--- src/rtl/pwc_pkg.sv ---
package pwc_pkg;
    localparam int unsigned ROW_BITS_DEF   = 4;
    localparam int unsigned COL_BITS_DEF   = 3;
    localparam int unsigned DATA_W_DEF     = 8;
    localparam int unsigned WRITE_CYC_DEF  = 40;

    // Action taken on the page latch in one cycle, highest priority first.
    typedef enum logic [1:0] {
        LA_HOLD  = 2'd0,
        LA_CLEAR = 2'd1,
        LA_ADDR  = 2'd2,
        LA_BYTE  = 2'd3
    } latch_act_e;
endpackage

--- src/rtl/pwc_page_latch.sv ---
module pwc_page_latch
    import pwc_pkg::*;
#(
    parameter int unsigned ROW_BITS = ROW_BITS_DEF,
    parameter int unsigned COL_BITS = COL_BITS_DEF,
    parameter int unsigned DATA_W   = DATA_W_DEF,
    localparam int unsigned SLOTS   = 1 << COL_BITS
) (
    input  logic                             clk,
    input  logic                             rst_n,
    input  latch_act_e                       act,
    input  logic [ROW_BITS-1:0]              row_in,
    input  logic [COL_BITS-1:0]              col_in,
    input  logic [DATA_W-1:0]                data_in,
    output logic [ROW_BITS-1:0]              row_out,
    output logic [SLOTS-1:0]                 valid_out,
    output logic [SLOTS-1:0][DATA_W-1:0]     data_out
);
    typedef struct packed {
        logic [ROW_BITS-1:0]          row;
        logic [SLOTS-1:0]             valid;
        logic [SLOTS-1:0][DATA_W-1:0] data;
    } latch_t;

    latch_t st_d, st_q;

    always_comb begin
        st_d = st_q;
        unique case (act)
            LA_CLEAR: st_d.valid = '0;
            LA_ADDR: begin
                st_d.valid = '0;
                st_d.row   = row_in;
            end
            LA_BYTE: begin
                st_d.data[col_in]  = data_in;
                st_d.valid[col_in] = 1'b1;
            end
            default: ;
        endcase
    end

    always_ff @(posedge clk or negedge rst_n) begin
        if (!rst_n) st_q <= '0;
        else        st_q <= st_d;
    end

    assign row_out   = st_q.row;
    assign valid_out = st_q.valid;
    assign data_out  = st_q.data;
endmodule

--- src/rtl/pwc_write_timer.sv ---
module pwc_write_timer #(
    parameter int unsigned WRITE_CYCLES = pwc_pkg::WRITE_CYC_DEF,
    parameter int unsigned COL_BITS     = pwc_pkg::COL_BITS_DEF,
    localparam int unsigned CW          = $clog2(WRITE_CYCLES + 1),
    localparam int unsigned SLOTS       = 1 << COL_BITS
) (
    input  logic                clk,
    input  logic                rst_n,
    input  logic                go,
    output logic                busy,
    output logic                done,
    output logic                scan_on,
    output logic [COL_BITS-1:0] scan_idx
);
    localparam logic [CW-1:0] WC = CW'(WRITE_CYCLES);
    localparam logic [CW-1:0] NS = CW'(SLOTS);

    typedef struct packed {
        logic [CW-1:0] cnt;
    } tmr_t;

    tmr_t st_d, st_q;
    logic [CW-1:0] elapsed;

    always_comb begin
        st_d = st_q;
        if (st_q.cnt != '0) st_d.cnt = st_q.cnt - 1'b1;
        else if (go)        st_d.cnt = WC;
    end

    always_ff @(posedge clk or negedge rst_n) begin
        if (!rst_n) st_q <= '0;
        else        st_q <= st_d;
    end

    assign busy     = (st_q.cnt != '0);
    assign done     = (st_q.cnt == CW'(1));
    assign elapsed  = WC - st_q.cnt;
    assign scan_on  = busy && (elapsed < NS);
    assign scan_idx = elapsed[COL_BITS-1:0];
endmodule

--- src/rtl/pwc_array.sv ---
module pwc_array #(
    parameter int unsigned ADDR_W = 7,
    parameter int unsigned DATA_W = 8,
    localparam int unsigned DEPTH = 1 << ADDR_W
) (
    input  logic              clk,
    input  logic              rst_n,
    input  logic              we,
    input  logic [ADDR_W-1:0] waddr,
    input  logic [DATA_W-1:0] wdata,
    input  logic [ADDR_W-1:0] raddr,
    output logic [DATA_W-1:0] rdata
);
    logic [DATA_W-1:0] mem_d [DEPTH];
    logic [DATA_W-1:0] mem_q [DEPTH];

    always_comb begin
        for (int i = 0; i < DEPTH; i++) mem_d[i] = mem_q[i];
        if (we) mem_d[waddr] = wdata;
    end

    always_ff @(posedge clk or negedge rst_n) begin
        if (!rst_n) begin
            for (int i = 0; i < DEPTH; i++) mem_q[i] <= '0;
        end else begin
            for (int i = 0; i < DEPTH; i++) mem_q[i] <= mem_d[i];
        end
    end

    assign rdata = mem_q[raddr];
endmodule

--- src/rtl/pwc_commit_unit.sv ---
module pwc_commit_unit
    import pwc_pkg::*;
#(
    parameter int unsigned ROW_BITS     = ROW_BITS_DEF,
    parameter int unsigned COL_BITS     = COL_BITS_DEF,
    parameter int unsigned DATA_W       = DATA_W_DEF,
    parameter int unsigned WRITE_CYCLES = WRITE_CYC_DEF,
    localparam int unsigned ADDR_W      = ROW_BITS + COL_BITS,
    localparam int unsigned SLOTS       = 1 << COL_BITS
) (
    input  logic                clk,
    input  logic                rst_n,
    input  logic                addr_phase,
    input  logic [ROW_BITS-1:0] row_addr,
    input  logic                byte_vld,
    input  logic [COL_BITS-1:0] byte_col,
    input  logic [DATA_W-1:0]   byte_data,
    input  logic                start_evt,
    input  logic                stop_evt,
    input  logic                wp,
    output logic                busy,
    input  logic [ADDR_W-1:0]   rd_addr,
    output logic [DATA_W-1:0]   rd_data
);
    logic [ROW_BITS-1:0]          lat_row;
    logic [SLOTS-1:0]             lat_valid;
    logic [SLOTS-1:0][DATA_W-1:0] lat_data;
    logic                         tmr_done;
    logic                         scan_on;
    logic [COL_BITS-1:0]          scan_idx;
    logic                         commit_go;
    latch_act_e                   act;
    logic                         arr_we;
    logic [ADDR_W-1:0]            arr_waddr;

    // Bus events only count while idle; a commit is launched from a stop
    // that finds something latched and protection off.
    always_comb begin
        commit_go = 1'b0;
        act       = LA_HOLD;
        if (busy) begin
            if (tmr_done) act = LA_CLEAR;
        end else if (start_evt) begin
            act = LA_CLEAR;
        end else if (stop_evt) begin
            act       = LA_CLEAR;
            commit_go = (lat_valid != '0) && !wp;
            if (commit_go) act = LA_HOLD;
        end else if (addr_phase) begin
            act = LA_ADDR;
        end else if (byte_vld) begin
            act = LA_BYTE;
        end
    end

    pwc_page_latch #(
        .ROW_BITS (ROW_BITS),
        .COL_BITS (COL_BITS),
        .DATA_W   (DATA_W)
    ) u_latch (
        .clk       (clk),
        .rst_n     (rst_n),
        .act       (act),
        .row_in    (row_addr),
        .col_in    (byte_col),
        .data_in   (byte_data),
        .row_out   (lat_row),
        .valid_out (lat_valid),
        .data_out  (lat_data)
    );

    pwc_write_timer #(
        .WRITE_CYCLES (WRITE_CYCLES),
        .COL_BITS     (COL_BITS)
    ) u_timer (
        .clk      (clk),
        .rst_n    (rst_n),
        .go       (commit_go),
        .busy     (busy),
        .done     (tmr_done),
        .scan_on  (scan_on),
        .scan_idx (scan_idx)
    );

    assign arr_we    = scan_on && lat_valid[scan_idx];
    assign arr_waddr = {lat_row, scan_idx};

    pwc_array #(
        .ADDR_W (ADDR_W),
        .DATA_W (DATA_W)
    ) u_array (
        .clk   (clk),
        .rst_n (rst_n),
        .we    (arr_we),
        .waddr (arr_waddr),
        .wdata (lat_data[scan_idx]),
        .raddr (rd_addr),
        .rdata (rd_data)
    );

    initial begin
        if (WRITE_CYCLES < SLOTS)
            $error("WRITE_CYCLES must cover one slot per cycle");
    end
endmodule

--- config.mk ---
export PLATFORM = sky130hd
export DESIGN_NAME = pwc_commit_unit
export DESIGN_NICKNAME = d
export VERILOG_FILES = /design/src/rtl/pwc_pkg.sv /design/src/rtl/pwc_page_latch.sv /design/src/rtl/pwc_write_timer.sv /design/src/rtl/pwc_array.sv /design/src/rtl/pwc_commit_unit.sv
export SDC_FILE = /design/constraint.sdc
export NUM_CORES = 2
export LEC_CHECK = 0
export ABC_AREA = 1
export BUFFER_PORTS_ARGS = -buffer_cell sky130_fd_sc_hd__buf_2
export CORE_MARGIN = 4
export CORE_UTILIZATION = 55
export CTS_BUF_LIST = sky130_fd_sc_hd__clkbuf_2
export DETAILED_ROUTE_END_ITERATION = 12
export GPL_TIMING_DRIVEN = 0
export HOLD_SLACK_MARGIN = 0.05
export PLACE_DENSITY = 0.73
export SLEW_MARGIN = 15
export SYNTH_ARGS = -nofsm -noshare
export SYNTH_HDL_FRONTEND = slang
export SYNTH_HIERARCHICAL = 1
export SYNTH_SLANG_ARGS = --single-unit
export TNS_END_PERCENT = 10
--- constraint.sdc ---
create_clock -name clk -period 7.5 [get_ports clk]
set_input_delay 2.25 -clock clk [delete_from_list [all_inputs] [get_ports clk]]
set_output_delay 2.25 -clock clk [all_outputs]
set_load 0.1 [all_outputs]
==> results.sh <==
export IMPL_drtPass1Iterations=9
export IMPL_crit_arrival_ns=5.38
export IMPL_grt_max_degree=141
export IMPL_grt_pass1_vias=46840
export IMPL_path_clk_slew_ns=0.08
export IMPL_grt_overflow_total=0
export IMPL_finalCriticalPeriod_ns=7.63
export IMPL_drc=0
export IMPL_place_gp_congestion=1.07
export IMPL_postSynthAreaPerCell_sq_um=7.99
export IMPL_drt_wl_total_um=208000
export IMPL_finalHoldViolCount=0
export IMPL_postSynthCellCount=6439
export IMPL_worst_slack_ns=-0.132
export IMPL_total_power_uw=17400
export IMPL_p_leak_uw=0.0261
export IMPL_core_area_sq_um=92200
export IMPL_yosys_register_bits=1106
export IMPL_slew_headroom_pct=5.54
export IMPL_cp_required_ns=5.25
export IMPL_status="complete, but fails checks"
export IMPL_via_per_inst=6.10
export IMPL_final_area_sq_um=56000
export IMPL_initial_core_util_pct=55.8
export IMPL_yosys_warnings=6
export IMPL_cts_sinks=1106
export IMPL_place_area_sq_um=53400
export IMPL_post_drt_wl_per_cell_um=25.3
export IMPL_synth_ff_type="dfrtp_1"
export IMPL_fin_nets=6807
export IMPL_worst_pin_slew_ns=1.42
export IMPL_vias=50101
export IMPL_skew_ns=0.134
export IMPL_num_fill_cells=8790
export IMPL_drv_slew=0
export IMPL_root_buffer="clkbuf_2"
export IMPL_synth_edf_count=0
export IMPL_synthesis_nets=6470
export IMPL_io_buffers=25
export IMPL_worstHoldPathType="reg2reg"
export IMPL_clk_latency_ns=1.64
export IMPL_grtUsageTotal_pct=42.0
export IMPL_rows=111
export IMPL_area_delta_synth_final_pct=8.92
export IMPL_die_x_um=314
export IMPL_crit_fanout=10
export IMPL_failed_checks="setup timing"
export IMPL_first_iter_violations=8200
export IMPL_cts_buffer_depth=4
export IMPL_end_kind="output pin"
export IMPL_cap_violations=0
export IMPL_cts_tree="done"
export IMPL_dieArea_sq_um=98500
export IMPL_ios=38
export IMPL_clock_tree_htree_level_count=5
export IMPL_crit_type="in2out"
export IMPL_post_cts_setup_buffer_count=0
export IMPL_final_setup_viol_count=8
export IMPL_cts_buffers=301
export IMPL_synth_seq_area_share_pct=53.8
export IMPL_die_height_um=314
export IMPL_synthesis_area_sq_um=51400
export IMPL_antenna_found_initial=8
export IMPL_crit_path_start_kind="input port"
export IMPL_grt_pass1_wl_um=303000
export IMPL_post_route_period_util_pct=102
export IMPL_ys_async_sr_fraction_pct=100
export IMPL_irDropWorstVdd_uv=228
export IMPL_max_freq_ghz=0.131
export IMPL_drive_gt1_share_pct=11.6
export IMPL_rsz0062_at_grt="true"
export IMPL_ys_types=34
export IMPL_hpwlAfterDp_um=146000
export IMPL_postRouteAntennaNets=0
export IMPL_powerDensity_nw_per_um2=311
per-stage QoR:
stage	worst slack [ns]	hold slack, ns	setup TNS [ns]	utilization, %	std cells
2_1_floorplan	1.02	0.437	0	-	6439
3_3_place_gp	-19.96	0.448	-	57.6	7707
3_5_place_dp	-0.845	0.456	-6.51	57.9	7716
4_1_cts	-0.00930	0.478	-0.0183	60.6	8199
5_1_grt	-0.0443	0.498	-0.108	60.7	8206
6_report	-0.132	0.478	-0.411	60.7	8211
per-layer routing:
metal | GRT usage, % | share of wire [%] | routed length, um | up-vias
met2 | 57.3 | 40 | 83200 | 3452
li1 | - | - | - | 21982
met4 | 28.7 | 8.1 | 16800 | 2
met5 | 0 | 0.0063 | 13 | -
met3 | 14.1 | 14 | 29700 | 726
met1 | 56.6 | 38 | 78300 | 23939
cells by family (layout without fill, tap and decap cells):
group	after synthesis	after routing	share of synthesized area, %
AO/OA/AOI/OAI	1080	1080	11.0
AND/OR/NAND/NOR	3697	3697	30.1
adder cells (fa/ha/maj)	2	2	0.0487
flip-flops	1106	1106	53.8
XOR/XNOR	1	1	0.0170
other	0	12	0
buffers and inverters	553	1070	5.02
cells in the mapped netlist, types with 12 or more instances:
library cell  count  share of area, %
nand2_4          12              0.26
o21ai_2          61               1.0
buf_6            53               1.2
dfrtp_1        1106                54
nand2_1        2484                18
o21ai_1          61              0.59
buf_2            29              0.28
inv_1            46              0.34
clkbuf_1        371               2.7
a21oi_1         100              0.97
nor2_1          185               1.4
o21ai_0         857               8.3
buf_1            24              0.18
nand3_1         965               9.4
cells in the final DEF (no fill, tap or decap), types with 12 or more instances in the layout:
master and count:
nor2_1 185, nand2_4 12, clkinv_1 49, clkbuf_1 268
inv_1 46, nand3_1 965, clkbuf_4 16, clkbuf_2 519
o21ai_2 61, nand2_1 2484, diode_2 12, buf_2 50
o21ai_1 61, a21oi_1 100, o21ai_0 857, dfrtp_1 1106
inv_2 20, buf_1 18, buf_6 53
worst max-delay path: stages:
cell	delay [ns]
buf_2	0.18
inv_2	0.24
clkbuf_2	0.37
clkbuf_1	0.67
nand2_1	0.10
nand3_1	0.16
nand3_1	0.10
nand3_1	0.16
nand2_1	0.15
nand2_1	0.08
nand3_1	0.09
nand2_1	0.09
nand2_1	0.07
nand2_1	0.20
buf_2	0.47
flip-flops by register name (all words and copies together), names as in the netlist:
signal and cells:
u_array/mem_q 1024, u_latch/data_out 64, u_latch/row_out 4, u_latch/valid_out 8, u_timer/st_q 6
area by class of cell:
class | instances | area [sq um] | share of cell area [%]
sequential | 1106 | 27700 | 49.4
multi-input combinational | 4780 | 21200 | 37.8
buffer | 484 | 2460 | 4.39
clock buffer | 425 | 2130 | 3.80
tap | 1243 | 1560 | 2.78
timing repair buffer | 34 | 405 | 0.724
clock inverter | 58 | 302 | 0.538
inverter | 69 | 293 | 0.523
antenna | 12 | 30.0 | 0.0536
what timing repair did:
item	CTS	global route
endpoints found under the setup margin	8	8
resized for setup	83	83
hold buffers	0	0
pin swaps	0	0
final timing paths:
| kind | to | slack (ns) | start | cells past startpoint |
|---|---|---|---|---|
| worst max-delay path | rd_data[0] | -0.13 | rd_addr[0] | 15 |
| worst min-delay path | u_latch/data_out[11] | 0.48 | u_latch/data_out[11] | 2 |
| worst max register to register | u_array/mem_q[316] | 2.48 | u_timer/st_q[0] | 12 |
| worst min register to register | u_latch/data_out[11] | 0.48 | u_latch/data_out[11] | 2 |
| max in group asynchronous | u_array/mem_q[112] | 4.29 | rst_n | 5 |
| min in group asynchronous | u_array/mem_q[982] | 0.62 | rst_n | 1 |
report_power, final:
group | switching (uW) | internal (uW) | leakage, uW
Clock | 2510 | 1600 | 0.00193
Combinational | 5750 | 1000 | 0.00871
Sequential | 240 | 6330 | 0.0154
Total | 8500 | 8930 | 0.0261
(Power assumes the default switching activity.)
